--- config.mk ---
export PLATFORM = sky130hd
export DESIGN_NAME = pswallow_div
export DESIGN_NICKNAME = d
export VERILOG_FILES = /design/src/rtl/pswallow_pkg.sv /design/src/rtl/pswallow_cfg_chk.sv /design/src/rtl/pswallow_prescaler.sv /design/src/rtl/pswallow_ctrl.sv /design/src/rtl/pswallow_div.sv
export SDC_FILE = /design/constraint.sdc
export NUM_CORES = 1
export LEC_CHECK = 0
export BUFFER_PORTS_ARGS = -buffer_cell sky130_fd_sc_hd__buf_2
export CAP_MARGIN = 20
export CORE_UTILIZATION = 25
export DETAILED_ROUTE_END_ITERATION = 8
export PLACE_DENSITY_LB_ADDON = 0.25
export SLEW_MARGIN = 10
export SYNTH_ARGS = -nofsm -noshare
export SYNTH_HDL_FRONTEND = slang
export SYNTH_SLANG_ARGS = --single-unit
--- constraint.sdc ---
create_clock -name clk -period 3.7 [get_ports clk]
set_clock_uncertainty 0.1 [all_clocks]
set_input_delay 0.185 -clock clk [delete_from_list [all_inputs] [get_ports clk]]
set_output_delay 0.185 -clock clk [all_outputs]
set_load 0.01 [all_outputs]
--- src/rtl/pswallow_pkg.sv ---
package pswallow_pkg;

    // Controller states: prescaler by 9, prescaler by 8, illegal word parked
    typedef enum logic [1:0] {
        ST_HOLD    = 2'd0,
        ST_SWALLOW = 2'd1,
        ST_PLAIN   = 2'd2
    } div_state_t;

endpackage

--- src/rtl/pswallow_cfg_chk.sv ---
module pswallow_cfg_chk #(
    parameter int A_W = 3,
    parameter int M_W = 8
) (
    input  logic [A_W-1:0] a_val,
    input  logic [M_W-1:0] m_val,
    output logic           word_ok
);
    localparam int CW = (A_W > M_W) ? A_W : M_W;

    logic [CW-1:0] a_x;
    logic [CW-1:0] m_x;

    assign a_x = CW'(a_val);
    assign m_x = CW'(m_val);

    // legal: main count nonzero and swallow count not above it
    assign word_ok = (m_val != '0) && (a_x <= m_x);

endmodule

--- src/rtl/pswallow_prescaler.sv ---
module pswallow_prescaler #(
    parameter int A_W = 3
) (
    input  logic clk,
    input  logic restart,
    input  logic long_mode,
    output logic tick
);
    localparam int N  = 1 << A_W;
    localparam int CW = A_W + 1;

    logic [CW-1:0] cnt;

    // count down to zero; a period lasts N+1 clocks in long mode, N otherwise
    always_ff @(posedge clk) begin
        if (restart || tick) begin
            cnt <= long_mode ? CW'(N) : CW'(N - 1);
        end else begin
            cnt <= cnt - CW'(1);
        end
    end

    assign tick = (cnt == '0);

endmodule

--- src/rtl/pswallow_ctrl.sv ---
module pswallow_ctrl
    import pswallow_pkg::*;
#(
    parameter int A_W = 3,
    parameter int M_W = 8
) (
    input  logic           clk,
    input  logic           rst,
    input  logic [A_W-1:0] a_in,
    input  logic [M_W-1:0] m_in,
    input  logic           word_ok,
    input  logic           tick,
    output logic           long_mode,
    output logic           restart_pre,
    output logic           pulse,
    output logic           bad
);
    div_state_t     state;
    div_state_t     state_d;
    logic [A_W-1:0] sw_left;
    logic [M_W-1:0] m_cnt;
    logic [M_W-1:0] act_m;
    logic           at_last;
    logic           load;

    assign at_last = (m_cnt == (act_m - M_W'(1)));
    assign load    = rst || (state == ST_HOLD) || (tick && at_last);

    // next-state logic
    always_comb begin
        state_d = state;
        if (load) begin
            if (!word_ok) begin
                state_d = ST_HOLD;
            end else if (a_in != '0) begin
                state_d = ST_SWALLOW;
            end else begin
                state_d = ST_PLAIN;
            end
        end else begin
            unique case (state)
                ST_SWALLOW: if (tick && (sw_left == A_W'(1))) state_d = ST_PLAIN;
                ST_PLAIN:   state_d = ST_PLAIN;
                ST_HOLD:    state_d = ST_HOLD;
                default:    state_d = ST_HOLD;
            endcase
        end
    end

    // state register
    always_ff @(posedge clk) begin
        state <= state_d;
    end

    // counters and latched main count
    always_ff @(posedge clk) begin
        if (load) begin
            act_m   <= m_in;
            sw_left <= a_in;
            m_cnt   <= '0;
        end else if (tick) begin
            m_cnt <= m_cnt + M_W'(1);
            if (state == ST_SWALLOW) begin
                sw_left <= sw_left - A_W'(1);
            end
        end
    end

    // outputs
    assign long_mode   = (state_d == ST_SWALLOW);
    assign restart_pre = rst || (state == ST_HOLD);

    always_comb begin
        pulse = 1'b0;
        bad   = 1'b0;
        unique case (state)
            ST_HOLD:    bad = 1'b1;
            ST_SWALLOW: pulse = tick && at_last && !rst;
            ST_PLAIN:   pulse = tick && at_last && !rst;
            default:    bad = 1'b1;
        endcase
    end

endmodule

--- src/rtl/pswallow_div.sv ---
module pswallow_div #(
    parameter int A_W = 3,
    parameter int M_W = 8
) (
    input  logic               clk,
    input  logic               rst,
    input  logic [A_W+M_W-1:0] div_word,
    output logic               pulse_out,
    output logic               cfg_bad
);
    logic [A_W-1:0] a_in;
    logic [M_W-1:0] m_in;
    logic           word_ok;
    logic           tick;
    logic           long_mode;
    logic           restart_pre;

    assign a_in = div_word[A_W-1:0];
    assign m_in = div_word[A_W+M_W-1:A_W];

    pswallow_cfg_chk #(.A_W(A_W), .M_W(M_W)) cfg_i (
        .a_val   (a_in),
        .m_val   (m_in),
        .word_ok (word_ok)
    );

    pswallow_prescaler #(.A_W(A_W)) pre_i (
        .clk       (clk),
        .restart   (restart_pre),
        .long_mode (long_mode),
        .tick      (tick)
    );

    pswallow_ctrl #(.A_W(A_W), .M_W(M_W)) ctrl_i (
        .clk         (clk),
        .rst         (rst),
        .a_in        (a_in),
        .m_in        (m_in),
        .word_ok     (word_ok),
        .tick        (tick),
        .long_mode   (long_mode),
        .restart_pre (restart_pre),
        .pulse       (pulse_out),
        .bad         (cfg_bad)
    );

endmodule

==> reports/metrics.cfg, run 1 <==
[run_status]
run_status = finished, final reports clean

[power_and_ir_drop]
finalPower_mw = 0.881
powerDensity_nw_per_um2 = 491
vdd_drop_max_v = 0.000240
leakage_nw = 0.723

[clocking]
htree_levels = 1
cts_tree = yes
post_cts_buffers = 0
cts_resized = 0
cts.path.max_buffers = 2
clk_pin_slew_ns = 0.09
clockRootBuffer = clkbuf_8
hold_buffers = 3
cts_buffers = 3
clock_sinks = 25
clock_latency_ns = 0.27

[setup_path]
crit_fanout = 10
slowest_delay_ns = 0.45
path_cells = inv_1, ha_1, xor2_1, nor2_1, a21oi_1, a2111oi_4, a21boi_2, buf_4, mux2_4
critPathSlowestCell = edfxtp_1
critical_path_class = reg2reg
cp.required_ns = 3.76
critPathCaptureType = register
start_kind = register
critPathArrivalTime_ns = 2.70

[synth]
synth_cell_types = 35
synth_top_family_by_area = simple AND/OR/NAND/NOR gates
synthesis.area_um2 = 1580
synth_xor_area_share_pct = 11.1
yosys.area_share.adder_pct = 8.74
ys_ff_latch = 25
synth.area.mux_share_pct = 7.31
yosysSeqAreaShare_pct = 38.8
synth_compound_area_share_pct = 9.53
synthesis.instances = 161
yosysWarnings = 0
syn_nets = 185
avgSynthCellArea_um2 = 9.78
synthSimpleGateAreaFrac_pct = 18.0

[floorplan]
boundaryPins = 15
start_util_pct = 26.3
die_w_um = 81.4
dieArea_um2 = 6620
die_height_um = 81.4
coreArea_um2 = 5990
fp-row-count = 28

[final_layout]
final_util_pct = 29.9
syn_to_final_growth_pct = 13.9
nets = 204
drive_gt1_share_pct = 14.0
n_antenna_cell = 0
layout_common_cells = inv_1, dfxtp_1, buf_2
final_common_cell = inv_1
fin_area_um2 = 1790
n_fill_cell = 615

[detailed_routing]
viasPerCell = 4.40
totalWireLength_um = 2920
antenna_left = 0
num_vias = 1117
dr.pass1.iters = 4
drt_iter0_drc = 63
wl_per_cell_um = 11.5
drc = 0

[grt]
grt_overflow_total = 0
grt_pass1_wl_um = 5070
grt_usage_pct = 10.1
grt_max_degree = 14
grt_pass1_vias = 1114
antenna_found_initial = 0

[placed_design]
gp_congestion = 0.758
port_buffers = 14
place_ws_ns = 1.06
placed_area_um2 = 1700
dpl.hpwl_um = 2220

[hold_path]
hold_class = in2reg

[timing]
min_period_ns = 2.64
hold_viol = 0
max_freq_mhz = 378
max-slew-margin-rel_pct = 65.2
slew_viol_final = 0
setup_viol = 0
worstMarginPinSlew_ns = 0.519
timing.final.ws_setup_ns = 1.06
tns_ns = 0
period_share_pct = 71.4
rsz0062_at_grt = no

[job]
maxCapViolCount = 0

-- worst max-delay path, delay by kind of cell, from the launching register on --
family / cells / cell delay, ns
xor gates and xnor gates: 1 / 0.17
DFF: 1 / 0.45
buffers and inverters: 2 / 0.38
and+or+nand+nor: 1 / 0.05
adders and majority gates: 1 / 0.29
muxes: 1 / 0.30
AOI/OAI and AO/OA: 3 / 0.78
-- cell usage after synthesis, drive strengths merged --
library cell | count | share of area, %
a31oi | 4 | 1.6
and2 | 8 | 3.2
buf | 4 | 2.5
or3 | 1 | 0.40
nand4 | 3 | 1.2
a2111oi | 1 | 1.7
dfxtp | 14 | 18
o21ai | 4 | 1.3
xor2 | 7 | 3.9
nor4 | 2 | 1.2
nand3b | 1 | 0.48
xnor2 | 13 | 7.2
nand2b | 3 | 1.4
edfxtp | 11 | 21
o32ai | 1 | 0.56
nor3 | 7 | 2.2
and3 | 1 | 0.40
mux2 | 3 | 2.9
nor2b | 3 | 1.2
o31ai | 1 | 0.48
ha | 11 | 8.7
nand3 | 8 | 2.5
inv | 15 | 3.6
mux2i | 7 | 4.4
a21boi | 2 | 1.2
a21oi | 7 | 2.2
nand2 | 7 | 1.7
o211ai | 1 | 0.48
nor2 | 9 | 2.1
clkbuf | 2 | 0.56
-- layout make-up --
class	instances	area (um2)	area share, %
Inverter	15	56.3	3.14
Tap cell	75	93.8	5.23
Sequential cell	25	611	34.0
Multi-Input combinational cell	115	861	48.0
Clock buffer	4	45.0	2.51
Timing Repair Buffer	20	128	7.11
-- worst paths after layout --
kind,from,slack (ns),cells past startpoint,to
setup reg to reg,ctrl_i.act_m[0],1.06,9,pre_i.cnt[3]
hold reg to reg,ctrl_i.m_cnt[1],0.48,2,ctrl_i.m_cnt[1]
setup / recovery,ctrl_i.act_m[0],1.06,9,pre_i.cnt[3]
hold / removal,div_word[5],0.02,1,ctrl_i.act_m[2]
-- where the power goes --
| group | total (mW) | switching (mW) | internal, mW |
|---|---|---|---|
| combinational | 0.319 | 0.174 | 0.145 |
| sequential | 0.398 | 0.0486 | 0.350 |
| clock | 0.164 | 0.0869 | 0.0770 |
| total | 0.881 | 0.309 | 0.572 |
-- state kept, by name (all words and copies together) (netlist names) --
| signal | flops |
|---|---|
| ctrl_i.act_m | 8 |
| ctrl_i.m_cnt | 8 |
| pre_i.cnt | 4 |
| ctrl_i.sw_left | 3 |
| ctrl_i.state | 2 |
-- through the flow --
stage,cells,hold slack [ns]
floorplan,161,0.184
global placement,245,0.278
detailed placement,245,0.280
CTS,252,0.000158
global route,254,0.0198
finish,254,0.0203
-- routing by layer --
layer  wire length, um  share of wire [%]  vias up  track usage (%)
met5                 0                  0        -                0
met4                32                1.1        0             3.57
met3                50                1.7        4             1.01
met2              1420                 49       11             17.7
met1              1420                 49      512             12.6
li1                  -                  -      590                -
-- kinds of logic (layout without fill, tap and decap cells) --
| logic type | Yosys count | after routing |
|---|---|---|
| muxes | 10 | 10 |
| and+or+nand+nor | 53 | 53 |
| adders and majority gates | 11 | 11 |
| AOI/OAI and AO/OA | 21 | 21 |
| buffers and inverters | 21 | 39 |
| xor gates and xnor gates | 20 | 20 |
| DFF | 25 | 25 |
(Power assumes the default switching activity.)
==> inputs of run 2 (changes only) <==
- ABC_AREA: default -> 1
- clock period: 3.7 -> 2.18 ns (I/O delays scaled with it)
==> reports/metrics.cfg, run 2 <==
[clocking]
clockRootBuffer = clkbuf_8
clock_sinks = 25  ; unchanged
cts_buffers = 3  ; unchanged
htree_levels = 1  ; unchanged
cts_tree = yes
cts.path.max_buffers = 2  ; unchanged
clk_pin_slew_ns = 0.09  ; about the same
clock_latency_ns = 0.27  ; about the same

[grt]
antenna_found_initial = 0  ; unchanged
grt_pass1_vias = 1130  ; +1.4%
grt_pass1_wl_um = 4930  ; -2.9%
grt_overflow_total = 0  ; unchanged
grt_max_degree = 15  ; +1
grt_usage_pct = 9.87  ; -0.19 points

[timing]
min_period_ns = 2.12
timing.final.ws_setup_ns = 0.0570  ; -1.00 ns
rsz0062_at_grt = yes
tns_ns = 0  ; unchanged
hold_slack_ns = 0.0549  ; +0.0346 ns
max_freq_mhz = 471
setup_viol = 0  ; unchanged
hold_viol = 0  ; unchanged
slew_viol_final = 0  ; unchanged
max-slew-margin-rel_pct = 61.5  ; -3.7 points
worstMarginPinSlew_ns = 0.575  ; +0.0561 ns
period_share_pct = 97.4

[placed_design]
gp_congestion = 0.821  ; +8.3%
dpl.hpwl_um = 2350  ; +6.0%
port_buffers = 14  ; unchanged
dp.cells = 299  ; +22%
place_ws_ns = 0.0390  ; -1.02 ns
placed_area_um2 = 1770  ; +4.3%

[floorplan]
start_util_pct = 26.4  ; +0.076 points
coreArea_um2 = 6030  ; +0.58%
fp-row-count = 28  ; unchanged
boundaryPins = 15  ; unchanged
dieArea_um2 = 6680  ; +0.85%
die_w_um = 81.7  ; +0.42%
die_height_um = 81.7  ; +0.42%

[job]
maxCapViolCount = 0  ; unchanged

[detailed_routing]
wl_per_cell_um = 9.62  ; -16%
highest_layer = met4
num_vias = 1314  ; +18%
wl_met1_um = 1530  ; +7.9%
drc = 0  ; unchanged
antenna_left = 0  ; unchanged
dr_wl_met2_um = 1380  ; -2.6%
viasPerCell = 4.17  ; -5.1%
drt_iter0_drc = 57  ; -9.5%
dr.pass1.iters = 4  ; unchanged
wl_met3_um = 72  ; +44%
totalWireLength_um = 3030  ; +3.8%

[final_layout]
n_antenna_cell = 0  ; unchanged
top_regs = ctrl_i.act_m (8), ctrl_i.m_cnt (8), pre_i.cnt (4)
layout_common_cells = nand2_1, inv_1, nor2_1
drive_gt1_share_pct = 23.8  ; +9.8 points
final_util_pct = 33.0  ; +3.1 points
nets = 265  ; +30%
fin_area_um2 = 1990  ; +11%
final_cells = 315  ; +24%
syn_to_final_growth_pct = 25.2
final_common_cell = nand2_1

[synth]
ys_ff_latch = 25  ; unchanged
yosysWarnings = 0  ; unchanged
synth.area.mux_share_pct = 0  ; -7.3 points
synthesis.instances = 207  ; +29%
synth_cell_types = 29  ; -17%
synthesis.area_um2 = 1590  ; +0.87%
avgSynthCellArea_um2 = 7.68  ; -22%
synthArstFlopShare_pct = 0  ; unchanged
synth_top_family_by_area = simple AND/OR/NAND/NOR gates
yosys.area.top_type = edfxtp_1
yosys.area_share.adder_pct = 8.66  ; -0.076 points
synth-edff-count = 11  ; unchanged
yosysMostFrequentCell = nand2_1
yosysSeqAreaShare_pct = 38.4  ; -0.34 points
ys_top_cells_by_count = nand2_1, inv_1, nor2_1
ys.flop_type = dfxtp_1
synth_compound_area_share_pct = 4.33  ; -5.2 points
synth_area_leaders = edfxtp_1, dfxtp_1, nand2_1
synth_xor_area_share_pct = 4.96  ; -6.2 points
syn_nets = 231  ; +25%
synthDominantCellAreaShare_pct = 20.8  ; -0.18 points
synthSimpleGateAreaFrac_pct = 34.6  ; +17 points

[setup_path]
crit_fanout = 5  ; -5
start_kind = register
cp_common_cell = nand2_1
path_cells = inv_2, ha_4, inv_2, nand2_1, nand2_1, nand2_1, nor2_1, nand3_1, nor2_2, nand3_4, nor3_1, buf_2
critical_path_class = reg2out
cp.required_ns = 1.97  ; -1.79 ns
slowest_delay_ns = 0.44  ; about the same
critPathCaptureType = primary output
critPathSlowestCell = edfxtp_1
critPathArrivalTime_ns = 1.91  ; -0.79 ns

[power_and_ir_drop]
leakage_nw = 0.913  ; +26%
p_sw_mw = 0.475  ; +54%
p_sw_share_pct = 34.2  ; -0.92 points
clkPwrFrac_pct = 19.6  ; +1.0 points
seqPwrFrac_pct = 45.1  ; about the same
power.internal_mw = 0.915  ; +60%
combPwrFrac_pct = 35.3  ; -0.9 points
powerDensity_nw_per_um2 = 699  ; +42%
finalPower_mw = 1.39  ; +58%
vdd_drop_max_v = 0.000295  ; +23%

[run_status]
run_status = finished, final reports clean

[hold_path]
hold_class = in2reg

==> run 2: worst paths after layout <==
path                                     endpoint  cells past startpoint       startpoint  slack, ns
worst min register to register       pre_i.cnt[0]                      3     pre_i.cnt[0]       0.42
worst max register to register  ctrl_i.sw_left[0]                     11  ctrl_i.act_m[1]       0.10
worst min-delay path            ctrl_i.sw_left[0]                      3      div_word[0]       0.05
worst max-delay path                    pulse_out                     12  ctrl_i.act_m[1]       0.06
==> run 2: area by class of cell <==
type,instances,area [um2]
Fill cell,673,4040
Multi-Input combinational cell,146,886
Sequential cell,25,611
Timing Repair Buffer,30,221
Inverter,35,131
Tap cell,75,93.8
Clock buffer,3,41.3
Clock inverter,1,5.00
==> run 2: kinds of logic after synthesis <==
kind of cell	count (synthesis)
adders and majority gates	11
xor gates and xnor gates	9
and+or+nand+nor	113
AOI/OAI and AO/OA	13
DFF	25
buffers and inverters	36
==> run 2: power groups by stage <==
stage / Clock [mW] / Combinational, mW / Sequential, mW
floorplan: 0 / 0.326 / 0.627
finish: 0.272 / 0.491 / 0.628
global route: 0.306 / 0.563 / 0.637
detailed placement: 0 / 0.424 / 0.637
global placement: 0 / 0.424 / 0.639
CTS: 0.293 / 0.439 / 0.627
==> run 2: worst max-delay path: cells and delay by family, from the launching register on <==
| family | cells | cell delay [ns] |
|---|---|---|
| buf+inv | 3 | 0.28 |
| flops | 1 | 0.44 |
| fa+ha+maj | 1 | 0.20 |
| simple gates | 8 | 0.72 |
==> run 2: per-layer routing <==
layer  global-route usage (%)  vias to the layer above
li1                         -                      722
met3                     1.67                        4
met2                     16.5                       20
met1                     12.4                      568
met4                     4.21                        0
met5                        0                        -
==> run 2: repair_timing <==
action / CTS / global route
buffers inserted: 1 / 4
hold buffers: 8 / 0
pin swaps: 0 / 4
endpoints found under the setup margin: 1 / 17
resized for setup: 0 / 19
endpoints found under the hold margin: 8 / 0
==> inputs of run 3 (changes only) <==
--- a/config.mk
+++ b/config.mk
@@ -11,2 +11,3 @@
 export CORE_UTILIZATION = 25
+export CTS_CLUSTER_SIZE = 10
 export DETAILED_ROUTE_END_ITERATION = 8
==> constraint.sdc (replaced) <==
create_clock -name clk -period 2.5 [get_ports clk]
set_clock_uncertainty 0.1 [all_clocks]
set_input_delay 0.5 -clock clk [delete_from_list [all_inputs] [get_ports clk]]
set_output_delay 0.5 -clock clk [all_outputs]
set_load 0.01 [all_outputs]
==> reports/metrics.cfg, run 3 (synthesized netlist as in run 2, its figures left out) <==
[run_status]
run_status = finished, final reports clean

[setup_path]
regToRegStartpoint = ctrl_i.act_m[0]
path_cells = inv_2, ha_4, inv_2, nand2_1, nand2_1, nand2_1, nor2_1, nand3_1, nor2_2, nand3_4, nor3_2, buf_2
critPathCaptureType = primary output
critPathArrivalTime_ns = 1.78  ; -0.13 ns
crit_fanout = 2  ; -3
cp.required_ns = 1.90  ; -0.07 ns
cp_common_cell = nand2_1
ff2ff_path_depth = 13  ; +2
r2r_setup_slack_ns = 0.28  ; +0.18 ns
slowest_delay_ns = 0.41  ; -0.03 ns
critical_path_class = reg2out
critPathLaunch = ctrl_i.act_m[0]
rr_endpoint = ctrl_i.act_m[2]
critPathSlowestCell = edfxtp_1
start_kind = register

[placed_design]
place_ws_ns = 0.209  ; +0.170 ns
dpl.hpwl_um = 2320  ; -1.3%
gp_congestion = 0.809  ; -1.5%
dp.cells = 297  ; -0.67%
port_buffers = 14  ; unchanged

[floorplan]
coreArea_um2 = 6030  ; unchanged
dieArea_um2 = 6680  ; unchanged
die_height_um = 81.7  ; unchanged
boundaryPins = 15  ; unchanged
fp-row-count = 28  ; unchanged
start_util_pct = 26.4  ; unchanged
die_w_um = 81.7  ; unchanged

[power_and_ir_drop]
vdd_drop_max_v = 0.000288  ; -2.2%
finalPower_mw = 1.17  ; -16%
powerDensity_nw_per_um2 = 628  ; -10%
leakage_nw = 0.861  ; -5.7%

[detailed_routing]
antenna_left = 0  ; unchanged
num_vias = 1318  ; +0.30%
viasPerCell = 4.31  ; +3.3%
wl_per_cell_um = 9.65  ; +0.39%
drc = 0  ; unchanged
drt_iter0_drc = 34  ; -40%
dr.pass1.iters = 4  ; unchanged
totalWireLength_um = 2950  ; -2.5%

[clocking]
cts.path.max_buffers = 2  ; unchanged
htree_levels = 1  ; unchanged
clockRootBuffer = clkbuf_8
clock_sinks = 25  ; unchanged
clk_pin_slew_ns = 0.08  ; about the same
cts_buffers = 3  ; unchanged
clock_latency_ns = 0.27  ; about the same
cts_tree = yes
hold_buffers = 0  ; -8

[hold_path]
min_from = div_word[6]
hold_class = in2reg
hold_path_end = ctrl_i.act_m[3]
holdPathStages = 1  ; -2

[final_layout]
n_fill_cell = 669  ; -0.59%
syn_to_final_growth_pct = 17.1
final_util_pct = 30.9  ; -2.1 points
layout_common_cells = nand2_1, inv_1, nor2_1
regArea_um2 = 611  ; unchanged
drive_gt1_share_pct = 23.4  ; -0.37 points
multi_input_comb_area_um2 = 856  ; -3.4%
nets = 256  ; -3.4%
final_cells = 306  ; -2.9%
n_antenna_cell = 0  ; unchanged
final_common_cell = nand2_1
top_regs = ctrl_i.act_m (8), ctrl_i.m_cnt (8), pre_i.cnt (4)

[grt]
grt_usage_pct = 10.1  ; +0.27 points
grt_overflow_total = 0  ; unchanged
grt_pass1_vias = 1170  ; +3.5%
antenna_found_initial = 0  ; unchanged
grt_pass1_wl_um = 5150  ; +4.6%
grt_max_degree = 18  ; +3

[timing]
setup_viol = 0  ; unchanged
min_period_ns = 2.38
max-slew-margin-rel_pct = 71.9  ; +10 points
hold_slack_ns = 0.324  ; +0.270 ns
worstMarginPinSlew_ns = 0.420  ; -0.155 ns
hold_viol = 0  ; unchanged
max_freq_mhz = 419
slew_viol_final = 0  ; unchanged
timing.final.ws_setup_ns = 0.115  ; +0.0583 ns
period_share_pct = 95.4
rsz0062_at_grt = yes

[job]
maxCapViolCount = 0  ; unchanged

[run 3: changes by cell type in the layout (fill, tap and decap cells not counted), sizes merged]
cell,delta
clkbuf,+1
buf,-1
clkinv,-1
dlygate4sd3,-8
[run 3: through the flow]
stage,setup TNS (ns),instance area (um2)
after floorplan,0,1590
after global placement,0,1760
after detailed placement,0,1760
after CTS,0,1830
after global routing,-0.0431,1860
final,0,1860
[run 3: metal layers]
layer	GRT usage, %	up-vias	part of all wire (%)
li1	-	704	-
met3	3.00	2	4.2
met5	0	-	0
met1	13.0	586	50
met4	2.63	0	1.1
met2	16.5	26	45
[run 3: layout make-up]
type | instances | share of cell area, %
repair buffers | 21 | 6.59
inverters | 35 | 7.06
flip-flops and latches | 25 | 32.8
clock buffers | 4 | 2.49
well taps | 75 | 5.04
multi-input cells | 146 | 46.0
[run 3: what timing repair did]
| action | in CTS | in global routing |
|---|---|---|
| setup buffers | 3 | 2 |
| endpoints found under the hold margin | 0 | 0 |
| endpoints found under the setup margin | 1 | 3 |
| pin swaps | 2 | 1 |
| gates resized for setup | 2 | 4 |
[run 3: worst max-delay path by stage]
stage                end  slack (ns)  cells past startpoint
2_1_floorplan  pulse_out        0.31                     11
4_1_cts        pulse_out        0.01                     12
5_1_grt        pulse_out       -0.04                     12
3_3_place_gp   pulse_out        0.23                     12
3_5_place_dp   pulse_out        0.21                     12
6_report       pulse_out        0.12                     12
[run 3: critical path: cells and delay by family (launching register included)]
| family | cells | cell delay (ns) |
|---|---|---|
| fa+ha+maj | 1 | 0.21 |
| flops | 1 | 0.41 |
| simple gates | 8 | 0.62 |
| buf+inv | 3 | 0.28 |
[run 3: report_power, final]
part	switching [mW]	internal [mW]	leakage, nW
Combinational	0.228	0.152	0.610
Sequential	0.0413	0.505	0.225
Clock	0.124	0.118	0.0257
